==> src/rtl/ecl_pkg.sv <==
package ecl_pkg;

    typedef enum logic [1:0] {
        LM_OFF  = 2'b00,
        LM_RISE = 2'b01,
        LM_FALL = 2'b10,
        LM_IDLE = 2'b11
    } lmode_e;

    typedef struct packed {
        logic   ien;
        lmode_e mode;
    } ctrl_t;

    typedef struct packed {
        logic fell;
        logic rose;
        logic miss;
        logic pend;
    } stat_t;

    typedef struct packed {
        logic hit;
        logic rising;
    } evt_t;

    localparam logic [1:0] ADR_CTRL = 2'd0;
    localparam logic [1:0] ADR_STAT = 2'd1;
    localparam logic [1:0] ADR_DATA = 2'd2;
    localparam logic [1:0] ADR_LIVE = 2'd3;

    function automatic logic mode_latching(lmode_e m);
        return (m == LM_RISE) || (m == LM_FALL);
    endfunction

endpackage

==> src/rtl/ecl_sync.sv <==
module ecl_sync
    import ecl_pkg::*;
#(
    parameter int W       = 8,
    parameter int REQ_BIT = 6,
    parameter int ENA_BIT = 7
) (
    input  logic         clk,
    input  logic         rst,
    input  logic [W-1:0] pin_i,
    input  lmode_e       mode_i,
    output logic [W-1:0] live_o,
    output logic [W-1:0] cap_o,
    output evt_t         evt_o
);
    logic [W-1:0] s1_q, s2_q;
    logic         req_prev_q;
    logic         rise, fall, armed;

    always_ff @(posedge clk) begin
        if (rst) begin
            s1_q       <= '0;
            s2_q       <= '0;
            req_prev_q <= 1'b0;
        end else begin
            s1_q       <= pin_i;
            s2_q       <= s1_q;
            req_prev_q <= s2_q[REQ_BIT];
        end
    end

    assign rise  =  s2_q[REQ_BIT] & ~req_prev_q;
    assign fall  = ~s2_q[REQ_BIT] &  req_prev_q;
    assign armed = ~s2_q[ENA_BIT];

    always_comb begin
        evt_o.rising = (mode_i == LM_RISE);
        evt_o.hit    = armed & (((mode_i == LM_RISE) & rise) |
                                ((mode_i == LM_FALL) & fall));
    end

    assign live_o = s2_q;

    for (genvar i = 0; i < W; i++) begin : g_mask
        if (i == REQ_BIT || i == ENA_BIT) begin : g_ctl
            assign cap_o[i] = 1'b0;
        end else begin : g_dat
            assign cap_o[i] = s2_q[i];
        end
    end


    arm_block_chk: assert property (@(posedge clk) disable iff (rst)
        s2_q[ENA_BIT] |-> !evt_o.hit);

endmodule

==> src/rtl/ecl_capture.sv <==
module ecl_capture
    import ecl_pkg::*;
#(
    parameter int W = 8
) (
    input  logic         clk,
    input  logic         rst,
    input  evt_t         evt_i,
    input  lmode_e       mode_i,
    input  logic [W-1:0] cap_i,
    input  stat_t        clr_i,
    output logic [W-1:0] latch_o,
    output stat_t        stat_o
);
    logic [W-1:0] latch_q;
    stat_t        stat_q, set_v, stat_d;

    always_ff @(posedge clk) begin
        if (rst) begin
            latch_q <= '0;
        end else if (!mode_latching(mode_i) || evt_i.hit) begin
            latch_q <= cap_i;
        end
    end

    always_comb begin
        set_v.pend = evt_i.hit;
        set_v.miss = evt_i.hit & stat_q.pend;
        set_v.rose = evt_i.hit &  evt_i.rising;
        set_v.fell = evt_i.hit & ~evt_i.rising;
        stat_d     = (stat_q | set_v) & ~clr_i;
    end

    always_ff @(posedge clk) begin
        if (rst) stat_q <= '0;
        else     stat_q <= stat_d;
    end

    assign latch_o = latch_q;
    assign stat_o  = stat_q;


    pend_set_chk: assert property (@(posedge clk) disable iff (rst)
        (evt_i.hit && !clr_i.pend) |=> stat_q.pend);

    hold_chk: assert property (@(posedge clk) disable iff (rst)
        (mode_latching(mode_i) && !evt_i.hit) |=> $stable(latch_q));

    miss_set_chk: assert property (@(posedge clk) disable iff (rst)
        (evt_i.hit && stat_q.pend && !clr_i.miss) |=> stat_q.miss);

    miss_sticky_chk: assert property (@(posedge clk) disable iff (rst)
        (stat_q.miss && !clr_i.miss) |=> stat_q.miss);

    rose_set_chk: assert property (@(posedge clk) disable iff (rst)
        (evt_i.hit && evt_i.rising && !clr_i.rose) |=> stat_q.rose);

    clr_prio_chk: assert property (@(posedge clk) disable iff (rst)
        clr_i.pend |=> !stat_q.pend);

endmodule

==> src/rtl/edge_capture_irq.sv <==
module edge_capture_irq
    import ecl_pkg::*;
#(
    parameter int DATA_W  = 8,
    parameter int REQ_BIT = 6,
    parameter int ENA_BIT = 7
) (
    input  logic              clk,
    input  logic              rst,
    input  logic [DATA_W-1:0] pin_i,
    input  logic              wr_en_i,
    input  logic [1:0]        addr_i,
    input  logic [3:0]        wr_data_i,
    output logic [DATA_W-1:0] rd_data_o,
    output logic              irq_o
);
    localparam int CTRL_W = $bits(ctrl_t);
    localparam int STAT_W = $bits(stat_t);

    ctrl_t             ctrl_q;
    stat_t             stat, clr;
    evt_t              evt;
    logic [DATA_W-1:0] live, cap, latch;

    always_ff @(posedge clk) begin
        if (rst) begin
            ctrl_q <= '0;
        end else if (wr_en_i && addr_i == ADR_CTRL) begin
            ctrl_q <= ctrl_t'(wr_data_i[CTRL_W-1:0]);
        end
    end

    assign clr = (wr_en_i && addr_i == ADR_STAT) ? stat_t'(wr_data_i[STAT_W-1:0]) : '0;

    ecl_sync #(.W(DATA_W), .REQ_BIT(REQ_BIT), .ENA_BIT(ENA_BIT)) u_sync (
        .clk    (clk),
        .rst    (rst),
        .pin_i  (pin_i),
        .mode_i (ctrl_q.mode),
        .live_o (live),
        .cap_o  (cap),
        .evt_o  (evt)
    );

    ecl_capture #(.W(DATA_W)) u_cap (
        .clk     (clk),
        .rst     (rst),
        .evt_i   (evt),
        .mode_i  (ctrl_q.mode),
        .cap_i   (cap),
        .clr_i   (clr),
        .latch_o (latch),
        .stat_o  (stat)
    );

    always_comb begin
        rd_data_o = '0;
        case (addr_i)
            ADR_CTRL: rd_data_o[CTRL_W-1:0] = ctrl_q;
            ADR_STAT: rd_data_o[STAT_W-1:0] = stat;
            ADR_DATA: rd_data_o             = latch;
            default:  rd_data_o             = live;
        endcase
    end

    assign irq_o = stat.pend & ctrl_q.ien;


    off_no_event_chk: assert property (@(posedge clk) disable iff (rst)
        !mode_latching(ctrl_q.mode) |-> !evt.hit);

endmodule

==> config.mk <==
export PLATFORM = sky130hd
export DESIGN_NAME = edge_capture_irq
export DESIGN_NICKNAME = d
export VERILOG_FILES = /design/src/rtl/ecl_pkg.sv /design/src/rtl/ecl_sync.sv /design/src/rtl/ecl_capture.sv /design/src/rtl/edge_capture_irq.sv
export SDC_FILE = /design/constraint.sdc
export NUM_CORES = 1
export LEC_CHECK = 0
export BUFFER_PORTS_ARGS = -buffer_cell sky130_fd_sc_hd__buf_2
export CAP_MARGIN = 5
export CORE_ASPECT_RATIO = 1.75
export CORE_MARGIN = 5
export CORE_UTILIZATION = 54
export DETAILED_ROUTE_END_ITERATION = 6
export GPL_TIMING_DRIVEN = 1
export PLACE_DENSITY = 0.78
export SLEW_MARGIN = 20
export SYNTH_ARGS = -nofsm -noshare
export SYNTH_HDL_FRONTEND = slang
export SYNTH_HIERARCHICAL = 1
export SYNTH_SLANG_ARGS = --single-unit
==> constraint.sdc <==
create_clock -name clk -period 1.65 [get_ports clk]
set_input_delay 0.2475 -clock clk [delete_from_list [all_inputs] [get_ports clk]]
set_output_delay 0.2475 -clock clk [all_outputs]
set_load 0.01 [all_outputs]
==> metrics.txt, run 1 <==
# TYPE chip_impl_metric gauge
chip_impl_metric{name="avgRoutedWirePerCell",unit="um"} 13.2
chip_impl_metric{name="finalSetupViolations",unit=""} 0
chip_impl_metric{name="stdcell_count",unit=""} 179
chip_impl_info{name="grt_setup_unrepaired",value="false"} 1
chip_impl_metric{name="register_area",unit="sq um"} 641
chip_impl_metric{name="drcViolationCount",unit=""} 0
chip_impl_info{name="yosys.area.top_type",value="dfxtp_1"} 1
chip_impl_metric{name="placedCellCount",unit=""} 172
chip_impl_metric{name="slew_viol_final",unit=""} 0
chip_impl_metric{name="grt_antenna_before_repair",unit=""} 0
chip_impl_metric{name="maxCapViolations",unit=""} 0
chip_impl_metric{name="num-fill-cells",unit=""} 233
chip_impl_metric{name="detail_route.iter0.violations",unit=""} 9
chip_impl_metric{name="boundaryPins",unit=""} 26
chip_impl_info{name="crit_family",value="multiplexers"} 1
chip_impl_metric{name="fin_area",unit="sq mm"} 0.00158
chip_impl_metric{name="die_width",unit="um"} 48.9
chip_impl_metric{name="finalPower",unit="mW"} 1.49
chip_impl_info{name="min_path_type",value="in -> reg"} 1
chip_impl_metric{name="cts_max_path_buffers",unit=""} 2
chip_impl_metric{name="r2r_cells",unit=""} 5
chip_impl_metric{name="via_count_of_the_first_global_routing_pass",unit=""} 989
chip_impl_info{name="min_from",value="pin_i[3]"} 1
chip_impl_metric{name="skew_pair_late_insertion_delay",unit="ns"} 0.27
chip_impl_metric{name="worstPathMaxFanout",unit=""} 6
chip_impl_metric{name="finalSetupTns",unit="ns"} 0
chip_impl_metric{name="max_slew_margin",unit="%"} 62.3
chip_impl_metric{name="cp_num_buf_inv",unit=""} 1
chip_impl_metric{name="port_buffers",unit=""} 25
chip_impl_metric{name="track_usage",unit="%"} 13.9
chip_impl_metric{name="number_of_flip_flops_and_latches_in_the_synthesized_netlist",unit=""} 32
chip_impl_metric{name="grt_pass1_wl",unit="um"} 4170
chip_impl_metric{name="max_clock_freq",unit="MHz"} 654
chip_impl_info{name="critical_path.reg2reg.endpoint",value="u_cap/latch_o[2]$_SDFFE_PP0P_"} 1
chip_impl_metric{name="dr_total_vias",unit=""} 925
chip_impl_metric{name="starting_density_of_the_core",unit="%"} 56.6
chip_impl_metric{name="share_of_yosys_cell_area_claimed_by_the_top_area_cell_type",unit="%"} 44.9
chip_impl_info{name="r2r-start",value="ctrl_q[1]$_SDFFE_PP0P_"} 1
chip_impl_info{name="hold-path-endpoint",value="u_sync/s1_q[3]$_SDFF_PP0_"} 1
chip_impl_metric{name="gp_congestion",unit=""} 0.777
chip_impl_metric{name="synth_cells",unit=""} 132
chip_impl_metric{name="synth.lib_cells_used.distinct",unit=""} 23
chip_impl_metric{name="power_density",unit="mW/mm^2"} 943
chip_impl_metric{name="antenna_cells_inserted",unit=""} 0
chip_impl_metric{name="syn_to_final_growth",unit="%"} 10.4
chip_impl_metric{name="clkSlewWorstSetupHoldPaths",unit="ns"} 0.06
chip_impl_metric{name="ys_seq_area_share",unit="%"} 44.9
chip_impl_metric{name="syn-mean-instance-area",unit="sq um"} 10.8
chip_impl_metric{name="period_share",unit="%"} 92.6
chip_impl_metric{name="drtPass1Iterations",unit=""} 4
chip_impl_metric{name="postCtsHoldBufs",unit=""} 0
chip_impl_metric{name="mappedNetlistArea",unit="sq mm"} 0.00143
chip_impl_metric{name="numCtsBuffers",unit=""} 5
chip_impl_metric{name="cts_post_setup_buffers_inserted",unit=""} 0
chip_impl_metric{name="setup_slack_reg_to_reg",unit="ns"} 0.21
chip_impl_metric{name="worst_slew_pin_slew",unit="ns"} 0.566
chip_impl_metric{name="largest_net_degree_at_the_start_of_global_routing",unit=""} 44
chip_impl_metric{name="globalRoute.totalOverflow",unit=""} 0
chip_impl_metric{name="chipHeight",unit="um"} 78.0
chip_impl_info{name="crit_path_top_delay_cell",value="mux4_1"} 1
chip_impl_info{name="critical_path.endpoint_type",value="output pin"} 1
chip_impl_metric{name="timing.critical_path.required",unit="ns"} 1.40
chip_impl_metric{name="final_hold_viol_count",unit=""} 0
chip_impl_info{name="critical_path_class",value="reg -> out"} 1
chip_impl_metric{name="ant_nets",unit=""} 0
chip_impl_metric{name="yosys_warnings",unit=""} 6
chip_impl_metric{name="min_cycle_time_layout",unit="ns"} 1.53
chip_impl_metric{name="detail_route.wirelength",unit="um"} 2360
chip_impl_metric{name="crit_path_max_incr_delay",unit="ns"} 0.49
chip_impl_info{name="ctsRootBufferMaster",value="clkbuf_8"} 1
chip_impl_metric{name="final_worst_clock_skew",unit="ns"} 0.00824
chip_impl_metric{name="clkSinkCount",unit=""} 32
chip_impl_metric{name="layout-drive-gt1-share",unit="%"} 28.1
chip_impl_metric{name="multiInputGateArea",unit="sq um"} 689
chip_impl_metric{name="critPathArrivalTime",unit="ns"} 1.28
chip_impl_info{name="tritoncts",value="built"} 1
chip_impl_metric{name="cp_num_cells",unit=""} 2
chip_impl_metric{name="cts.htree.levels",unit=""} 2
chip_impl_metric{name="placedInstanceArea",unit="sq mm"} 0.00150
chip_impl_metric{name="cts-resized-gates",unit=""} 0
chip_impl_metric{name="route.detailed.vias_per_inst",unit=""} 5.17
chip_impl_metric{name="static-leakage-power",unit="nW"} 0.677
chip_impl_info{name="timing.critical_path.cells",value="mux4_1 > buf_2"} 1
chip_impl_info{name="run_status",value="finished clean"} 1
chip_impl_metric{name="design.die.area",unit="sq mm"} 0.00381
chip_impl_metric{name="core-area",unit="sq mm"} 0.00252
chip_impl_metric{name="timing.hold.worst_path_depth",unit=""} 2
chip_impl_metric{name="vdd.ir_drop.worst",unit="V"} 0.00102
chip_impl_metric{name="final_nets",unit=""} 170
chip_impl_info{name="synth.top_cells.by_area",value="dfxtp_1 (45%), mux2i_1 (12%), nand2b_1 (9.6%), nor2b_1 (6.6%), buf_4 (4.7%)"} 1
chip_impl_metric{name="placementRows",unit=""} 24
chip_impl_info{name="worst_setup_path_start_kind",value="flop"} 1
## worst reg2reg max path, stage by stage, from the launching register on
cell and delay, ns:
dfxtp_1 0.45, nand4bb_1 0.16, a21oi_1 0.07, buf_4 0.16, nor2_4 0.30, mux2i_1 0.24
## power by group
part	switching (mW)	internal, mW
sequential	0.0147	0.803
combinational	0.0605	0.0719
clock	0.250	0.286
## registers in the layout, summed over array words and instances, names as in the netlist
signal             cells
u_cap/stat_o           4
u_sync/live_o          8
u_sync/s1_q            8
ctrl_q                 3
u_sync/req_prev_q      1
u_cap/latch_o          8
## metal layers
| metal | vias to the layer above | GRT usage [%] | routed length (um) |
|---|---|---|---|
| li1 | 466 | - | - |
| met1 | 427 | 13.2 | 868 |
| met3 | 7 | 4.17 | 145 |
| met4 | 0 | 7.55 | 51 |
| met2 | 25 | 25.7 | 1290 |
| met5 | - | 0 | 0 |
## metrics by stage
step / utilization [%] / setup slack (ns) / hold WS [ns]
finish: 62.5 / 0.121 / 0.185
global placement: 59.4 / 0.198 / 0.420
global route: 62.5 / 0.0625 / 0.193
floorplan: - / 0.383 / 0.376
detailed placement: 59.4 / 0.178 / 0.424
CTS: 62.5 / 0.106 / 0.179
## how the worst max path moves through the flow
stage	start	endpoint	slack (ns)
6_report	ctrl_q[0]$_SDFFE_PP0P_	rd_data_o[0]	0.12
5_1_grt	ctrl_q[0]$_SDFFE_PP0P_	rd_data_o[0]	0.06
4_1_cts	ctrl_q[0]$_SDFFE_PP0P_	rd_data_o[0]	0.11
3_5_place_dp	addr_i[1]	rd_data_o[0]	0.18
3_3_place_gp	addr_i[1]	rd_data_o[0]	0.20
2_1_floorplan	ctrl_q[1]$_SDFFE_PP0P_	u_cap/latch_o[0]$_SDFFE_PP0P_	0.38
## cell families after synthesis
group	count (synthesis)	synth area share, %
AND/OR/NAND/NOR	60	28.8
flip-flops	32	44.9
multiplexers	20	16.9
buffers and inverters	14	7.10
AO/OA/AOI/OAI	4	1.40
XOR/XNOR	1	0.614
other	1	0.263
## placed cells by master, fill, tap and decap left out, drive strengths merged
master,n
dfxtp,32
buf,26
nand2b,22
mux2i,17
nor2b,15
and2b,8
clkbuf,6
and3,4
a21oi,4
nor3,4
mux4,3
nand4bb,2
conb,2
nor2,2
nand2,1
and2,1
nor3b,1
clkinv,1
xnor2,1
inv,1
## final cells by class
cell class,count,share of cell area (%)
multi-input cells,87,43.7
flip-flops and latches,32,40.6
repair buffers,26,8.41
clock buffers,6,4.60
well taps,26,2.06
clock inverters,1,0.317
inverters,1,0.238
## Yosys cell counts, drive strengths merged
| library cell | count |
|---|---|
| nand2b | 22 |
| clkbuf | 2 |
| conb | 1 |
| nand4bb | 2 |
| mux4 | 3 |
| dfxtp | 32 |
| buf | 11 |
| and2 | 1 |
| nor3 | 4 |
| nor3b | 1 |
| and2b | 8 |
| and3 | 4 |
| a21oi | 4 |
| mux2i | 17 |
| nand2 | 1 |
| xnor2 | 1 |
| nor2b | 15 |
| nor2 | 2 |
| inv | 1 |
Power figures use the tool's default switching activity.
==> run 2, diff against run 1 <==
==> constraint.sdc (replaced) <==
create_clock -name clk -period 1.65 [get_ports clk]
set_input_delay 0.2475 -clock clk [delete_from_list [all_inputs] [get_ports clk]]
set_output_delay 0.2475 -clock clk [all_outputs]
set_load 0.1 [all_outputs]
==> run 2 against run 1 <==
Global-route usage down 0.11 points. Register-to-register slack about the same. Largest power group unchanged. Clock skew down 0.0043 ns. Sequential power about the same. Setup slack worse by 0.083 ns. Fmax down 5.1%. Critical path depth unchanged. Highest routed layer unchanged. Flip-flop and latch count unchanged. Combinational power up 57%. Clock-buffer cell count unchanged. Worst hold slack worse by 0.016 ns.
==> metrics.txt, run 2 (synthesis gave the netlist of run 1 again) <==
# TYPE chip_impl_metric gauge
chip_impl_info{name="run_status",value="finished clean"} 1
chip_impl_info{name="leading_cell_type_in_the_layout_fill_and_taps_excluded",value="dfxtp_1"} 1
chip_impl_metric{name="dr_total_vias",unit=""} 932
chip_impl_metric{name="clkSlewWorstSetupHoldPaths",unit="ns"} 0.06
chip_impl_metric{name="cts.htree.levels",unit=""} 2
chip_impl_metric{name="finalPower",unit="mW"} 1.74
chip_impl_info{name="commonest_cells_after_routing_fill_and_taps_aside",value="dfxtp_1 (31), nand2b_1 (22), buf_2 (18)"} 1
chip_impl_metric{name="worst_slew_pin_slew",unit="ns"} 0.559
chip_impl_metric{name="starting_density_of_the_core",unit="%"} 56.6
chip_impl_info{name="grt_setup_unrepaired",value="false"} 1
chip_impl_metric{name="largest_net_degree_at_the_start_of_global_routing",unit=""} 44
chip_impl_metric{name="antenna_cells_inserted",unit=""} 0
chip_impl_metric{name="boundaryPins",unit=""} 26
chip_impl_metric{name="route.detailed.vias_per_inst",unit=""} 5.12
chip_impl_metric{name="placedInstanceArea",unit="sq mm"} 0.00160
chip_impl_metric{name="port_buffers",unit=""} 25
chip_impl_metric{name="r2r_cells",unit=""} 5
chip_impl_metric{name="min_cycle_time_layout",unit="ns"} 1.61
chip_impl_metric{name="ant_nets",unit=""} 0
chip_impl_metric{name="placementRows",unit=""} 24
chip_impl_info{name="tritoncts",value="built"} 1
chip_impl_metric{name="final_hold_viol_count",unit=""} 0
chip_impl_metric{name="max_clock_freq",unit="MHz"} 621
chip_impl_metric{name="core-area",unit="sq mm"} 0.00252
chip_impl_metric{name="max_slew_margin",unit="%"} 62.7
chip_impl_info{name="critical_path.reg2reg.endpoint",value="u_cap/latch_o[2]$_SDFFE_PP0P_"} 1
chip_impl_metric{name="clkSinkCount",unit=""} 32
chip_impl_metric{name="crit_path_max_incr_delay",unit="ns"} 0.52
chip_impl_metric{name="skew_pair_late_insertion_delay",unit="ns"} 0.28
chip_impl_info{name="min_from",value="pin_i[3]"} 1
chip_impl_metric{name="detail_route.iter0.violations",unit=""} 12
chip_impl_metric{name="grt_pass1_wl",unit="um"} 4020
chip_impl_metric{name="syn_to_final_growth",unit="%"} 20.8
chip_impl_metric{name="worstPathMaxFanout",unit=""} 6
chip_impl_metric{name="chipHeight",unit="um"} 78.0
chip_impl_metric{name="maxCapViolations",unit=""} 0
chip_impl_metric{name="cp_num_buf_inv",unit=""} 1
chip_impl_info{name="worst_setup_path_start_kind",value="flop"} 1
chip_impl_info{name="crit_path_top_delay_cell",value="mux4_1"} 1
chip_impl_metric{name="dp.final_hpwl",unit="um"} 1770
chip_impl_metric{name="die_width",unit="um"} 48.9
chip_impl_metric{name="period_share",unit="%"} 97.7
chip_impl_metric{name="post-place-ws",unit="ns"} 0.0715
chip_impl_metric{name="layout-drive-gt1-share",unit="%"} 33.3
chip_impl_metric{name="via_count_of_the_first_global_routing_pass",unit=""} 940
chip_impl_metric{name="grt_antenna_before_repair",unit=""} 0
chip_impl_metric{name="critPathArrivalTime",unit="ns"} 1.36
chip_impl_metric{name="final_worst_clock_skew",unit="ns"} 0.00393
chip_impl_metric{name="globalRoute.totalOverflow",unit=""} 0
chip_impl_info{name="critical_path_class",value="reg -> out"} 1
chip_impl_metric{name="avgRoutedWirePerCell",unit="um"} 13.1
chip_impl_metric{name="hold-worst-slack",unit="ns"} 0.169
chip_impl_info{name="min_path_type",value="in -> reg"} 1
chip_impl_metric{name="drtPass1Iterations",unit=""} 4
chip_impl_metric{name="setup_slack_reg_to_reg",unit="ns"} 0.20
chip_impl_metric{name="timing.hold.worst_path_depth",unit=""} 2
chip_impl_metric{name="slew_viol_final",unit=""} 0
chip_impl_metric{name="drcViolationCount",unit=""} 0
chip_impl_metric{name="finalWorstSetupSlack",unit="ns"} 0.0386
chip_impl_metric{name="fin_area",unit="sq mm"} 0.00172
chip_impl_metric{name="timing.critical_path.required",unit="ns"} 1.40
chip_impl_info{name="crit_family",value="multiplexers"} 1
chip_impl_info{name="hold-path-endpoint",value="u_sync/s1_q[3]$_SDFF_PP0_"} 1
chip_impl_metric{name="final_nets",unit=""} 172
chip_impl_info{name="ctsRootBufferMaster",value="clkbuf_8"} 1
chip_impl_metric{name="design.die.area",unit="sq mm"} 0.00381
chip_impl_metric{name="track_usage",unit="%"} 13.8
chip_impl_metric{name="gp_congestion",unit=""} 0.790
chip_impl_info{name="r2r-start",value="ctrl_q[1]$_SDFFE_PP0P_"} 1
chip_impl_metric{name="vdd.ir_drop.worst",unit="V"} 0.000684
chip_impl_metric{name="cts_max_path_buffers",unit=""} 2
chip_impl_metric{name="numCtsBuffers",unit=""} 5
chip_impl_metric{name="power_density",unit="mW/mm^2"} 1010
chip_impl_metric{name="static-leakage-power",unit="nW"} 0.719
chip_impl_info{name="timing.critical_path.cells",value="mux4_1 > buf_6"} 1
chip_impl_metric{name="layout.core_utilization",unit="%"} 68.4
chip_impl_metric{name="finalSetupViolations",unit=""} 0
chip_impl_info{name="critical_path.endpoint_type",value="output pin"} 1
chip_impl_metric{name="detail_route.wirelength",unit="um"} 2380
[run 2: changes by cell type in the layout (fill, tap and decap cells not counted), sizes merged]
cell,previous run,this run
bufinv,0,1
buf,26,28
[run 2: per-stage QoR]
stage                     std cells  TNS [ns]
final                           182         0
after floorplan                 133    -0.111
after global routing            182         0
after detailed placement        174         0
after global placement          174         0
after CTS                       182   -0.0155
[run 2: layout make-up]
| cell class | instances | area (sq um) |
|---|---|---|
| clock inverter | 2 | 35.0 |
| fill | 190 | 798 |
| sequential | 32 | 642 |
| multi-input combinational | 87 | 703 |
| tap | 26 | 32.5 |
| timing repair buffer | 28 | 235 |
| clock buffer | 6 | 72.6 |
| inverter | 1 | 3.75 |
[run 2: timing repair]
item,in CTS,in global routing
pin swaps,0,0
setup buffers,0,0
hold buffers,0,0
resized for setup,3,2
endpoints found under the setup margin,2,2
hold endpoints to repair,0,0
[run 2: per-layer routing]
metal	global-route usage, %	wire (um)
met1	12.4	852
met2	25.1	1290
met3	5.49	164
met4	7.82	65
met5	0	0
[run 2: how the worst max path moves through the flow]
| stage | startpoint | end | slack (ns) | depth (start not counted) |
|---|---|---|---|---|
| global route | ctrl_q[2]$_SDFFE_PP0P_ | rd_data_o[2] | 0.002 | 2 |
| CTS | ctrl_q[0]$_SDFFE_PP0P_ | rd_data_o[0] | -0.02 | 2 |
| floorplan | addr_i[1] | rd_data_o[3] | -0.11 | 3 |
| global placement | addr_i[1] | rd_data_o[0] | 0.12 | 3 |
| detailed placement | addr_i[1] | rd_data_o[0] | 0.07 | 3 |
| finish | ctrl_q[0]$_SDFFE_PP0P_ | rd_data_o[0] | 0.04 | 2 |
[run 2: where the power goes]
group          internal, mW  total, mW  switching [mW]
Combinational        0.0922      0.207           0.114
Clock                 0.447      0.717           0.269
Sequential            0.803      0.818          0.0147
==> run 3, diff against run 2 <==
--- a/config.mk
+++ b/config.mk
@@ -12,7 +12,8 @@
 export CORE_UTILIZATION = 54
 export DETAILED_ROUTE_END_ITERATION = 6
 export GPL_TIMING_DRIVEN = 1
-export PLACE_DENSITY = 0.78
+export PLACE_DENSITY = 0.85
+export REMOVE_ABC_BUFFERS = 1
 export SLEW_MARGIN = 20
 export SYNTH_ARGS = -nofsm -noshare
 export SYNTH_HDL_FRONTEND = slang
==> run 3 against run 2 <==
Critical path depth unchanged. Register-to-register slack about the same. Core utilization decreased by 1.2 points. Power decreased by 5.0%. Sequential share of layout area increased by 0.61 points.
==> metrics.txt, run 3 (synthesis gave the netlist of run 1 again) <==
# TYPE chip_impl_metric gauge
chip_impl_info{name="run_status",value="finished clean"} 1
chip_impl_metric{name="final_hold_viol_count",unit=""} 0
chip_impl_metric{name="stdcell_count",unit=""} 180
chip_impl_info{name="ctsRootBufferMaster",value="clkbuf_8"} 1
chip_impl_metric{name="avgRoutedWirePerCell",unit="um"} 13.2
chip_impl_metric{name="starting_density_of_the_core",unit="%"} 56.6
chip_impl_metric{name="route.detailed.vias_per_inst",unit=""} 5.08
chip_impl_metric{name="maxCapViolations",unit=""} 0
chip_impl_metric{name="gp_congestion",unit=""} 0.795
chip_impl_metric{name="syn_to_final_growth",unit="%"} 18.6
chip_impl_metric{name="placedCellCount",unit=""} 173
chip_impl_metric{name="max_slew_margin",unit="%"} 63.0
chip_impl_metric{name="slew_viol_final",unit=""} 0
chip_impl_metric{name="layout.core_utilization",unit="%"} 67.1
chip_impl_metric{name="placedInstanceArea",unit="sq mm"} 0.00158
chip_impl_metric{name="critPathArrivalTime",unit="ns"} 1.35
chip_impl_info{name="crit_family",value="multiplexers"} 1
chip_impl_info{name="worst_setup_path_start_kind",value="flop"} 1
chip_impl_info{name="commonest_cells_after_routing_fill_and_taps_aside",value="dfxtp_1 (32), nand2b_1 (22), mux2i_1 (17), buf_2 (17), nor2b_1 (15)"} 1
chip_impl_metric{name="dr_total_vias",unit=""} 914
chip_impl_metric{name="static-leakage-power",unit="nW"} 0.700
chip_impl_metric{name="finalWorstSetupSlack",unit="ns"} 0.0549
chip_impl_metric{name="vdd.ir_drop.worst",unit="V"} 0.000767
chip_impl_metric{name="worstPathMaxFanout",unit=""} 3
chip_impl_info{name="critical_path_class",value="reg -> out"} 1
chip_impl_metric{name="layout-drive-gt1-share",unit="%"} 29.9
chip_impl_metric{name="grt_pass1_wl",unit="um"} 4130
chip_impl_metric{name="worst_slew_pin_slew",unit="ns"} 0.555
chip_impl_metric{name="cts.htree.levels",unit=""} 2
chip_impl_metric{name="finalSetupViolations",unit=""} 0
chip_impl_info{name="tritoncts",value="built"} 1
chip_impl_metric{name="via_count_of_the_first_global_routing_pass",unit=""} 941
chip_impl_metric{name="detail_route.iter0.violations",unit=""} 16
chip_impl_metric{name="clkSinkCount",unit=""} 32
chip_impl_metric{name="numCtsBuffers",unit=""} 5
chip_impl_metric{name="grt_antenna_before_repair",unit=""} 0
chip_impl_metric{name="min_cycle_time_layout",unit="ns"} 1.60
chip_impl_metric{name="final_nets",unit=""} 171
chip_impl_metric{name="post-place-ws",unit="ns"} 0.0910
chip_impl_metric{name="num-fill-cells",unit=""} 198
chip_impl_metric{name="largest_net_degree_at_the_start_of_global_routing",unit=""} 44
chip_impl_metric{name="period_share",unit="%"} 96.7
chip_impl_metric{name="core-area",unit="sq mm"} 0.00252
chip_impl_metric{name="die_width",unit="um"} 48.9
chip_impl_metric{name="chipHeight",unit="um"} 78.0
chip_impl_info{name="grt_setup_unrepaired",value="false"} 1
chip_impl_metric{name="detail_route.wirelength",unit="um"} 2380
chip_impl_metric{name="globalRoute.totalOverflow",unit=""} 0
chip_impl_metric{name="final_worst_clock_skew",unit="ns"} 0.00585
chip_impl_info{name="timing.critical_path.cells",value="mux4_2 > clkbuf_4"} 1
chip_impl_metric{name="skew_pair_late_insertion_delay",unit="ns"} 0.28
chip_impl_metric{name="clkSlewWorstSetupHoldPaths",unit="ns"} 0.06
chip_impl_metric{name="track_usage",unit="%"} 14.2
chip_impl_metric{name="design.die.area",unit="sq mm"} 0.00381
chip_impl_info{name="critical_path.endpoint_type",value="output pin"} 1
chip_impl_metric{name="max_clock_freq",unit="MHz"} 627
chip_impl_metric{name="cp_num_buf_inv",unit=""} 1
chip_impl_metric{name="port_buffers",unit=""} 25
chip_impl_info{name="leading_cell_type_in_the_layout_fill_and_taps_excluded",value="dfxtp_1"} 1
chip_impl_metric{name="ant_nets",unit=""} 0
chip_impl_metric{name="crit_path_max_incr_delay",unit="ns"} 0.45
chip_impl_info{name="min_path_type",value="in -> reg"} 1
chip_impl_metric{name="fin_area",unit="sq mm"} 0.00169
chip_impl_metric{name="timing.critical_path.required",unit="ns"} 1.40
chip_impl_metric{name="power_density",unit="mW/mm^2"} 977
chip_impl_metric{name="placementRows",unit=""} 24
chip_impl_info{name="crit_path_top_delay_cell",value="mux4_2"} 1
chip_impl_metric{name="drtPass1Iterations",unit=""} 4
chip_impl_metric{name="boundaryPins",unit=""} 26
chip_impl_metric{name="antenna_cells_inserted",unit=""} 0
chip_impl_metric{name="drcViolationCount",unit=""} 0
chip_impl_metric{name="dp.final_hpwl",unit="um"} 1700
chip_impl_metric{name="cts_max_path_buffers",unit=""} 2
==> run 3: worst reg2reg max path: stages, from the launching register on <==
cell       delay, ns
dfxtp_1         0.44
nand4bb_1       0.16
a21oi_1         0.08
buf_4           0.16
nor2_4          0.29
mux2i_1         0.24
==> run 3: report_power, final <==
part / switching, mW / leakage [nW] / internal [mW]
Sequential: 0.0142 / 0.263 / 0.803
Combinational: 0.114 / 0.388 / 0.0901
Clock: 0.262 / 0.0503 / 0.371
Total: 0.390 / 0.700 / 1.26
==> run 3: repair_timing <==
| action | CTS | global route |
|---|---|---|
| setup buffers | 0 | 0 |
| hold buffers | 0 | 0 |
| setup endpoints to repair | 2 | 3 |
| gates resized for setup | 3 | 4 |
| gates cloned | 0 | 0 |
==> run 3: layout make-up <==
class / instances / area, sq um / share of cell area [%]
multi-input combinational: 87 / 686 / 40.5
sequential: 32 / 641 / 37.8
timing repair buffer: 27 / 234 / 13.8
clock buffer: 7 / 96.3 / 5.69
tap: 26 / 32.5 / 1.92
inverter: 1 / 3.75 / 0.222
==> run 3: metrics by stage <==
stage / hold slack, ns / TNS, ns / power [mW]
final: 0.176 / 0 / 1.65
after global routing: 0.169 / 0 / 1.73
after CTS: 0.167 / 0 / 1.67
after detailed placement: 0.420 / 0 / 1.04
after global placement: 0.421 / 0 / 1.03
after floorplan: 0.319 / -1.78 / 0.958
==> run 3: final timing paths <==
path	depth (start not counted)	slack, ns	start	to
max reg2reg	5	0.20	ctrl_q[1]$_SDFFE_PP0P_	u_cap/latch_o[3]$_SDFFE_PP0P_
max	2	0.05	ctrl_q[2]$_SDFFE_PP0P_	rd_data_o[2]
min	2	0.18	pin_i[4]	u_sync/s1_q[4]$_SDFF_PP0_
min reg2reg	1	0.43	u_sync/s1_q[1]$_SDFF_PP0_	u_sync/live_o[1]$_SDFF_PP0_
==> run 3: metal layers <==
metal | track usage, % | part of all wire (%) | up-vias
met5 | 0 | 0 | -
met4 | 11.1 | 4.2 | 0
met3 | 4.17 | 6.0 | 7
li1 | - | - | 470
met2 | 23.0 | 50 | 26
met1 | 15.1 | 40 | 411
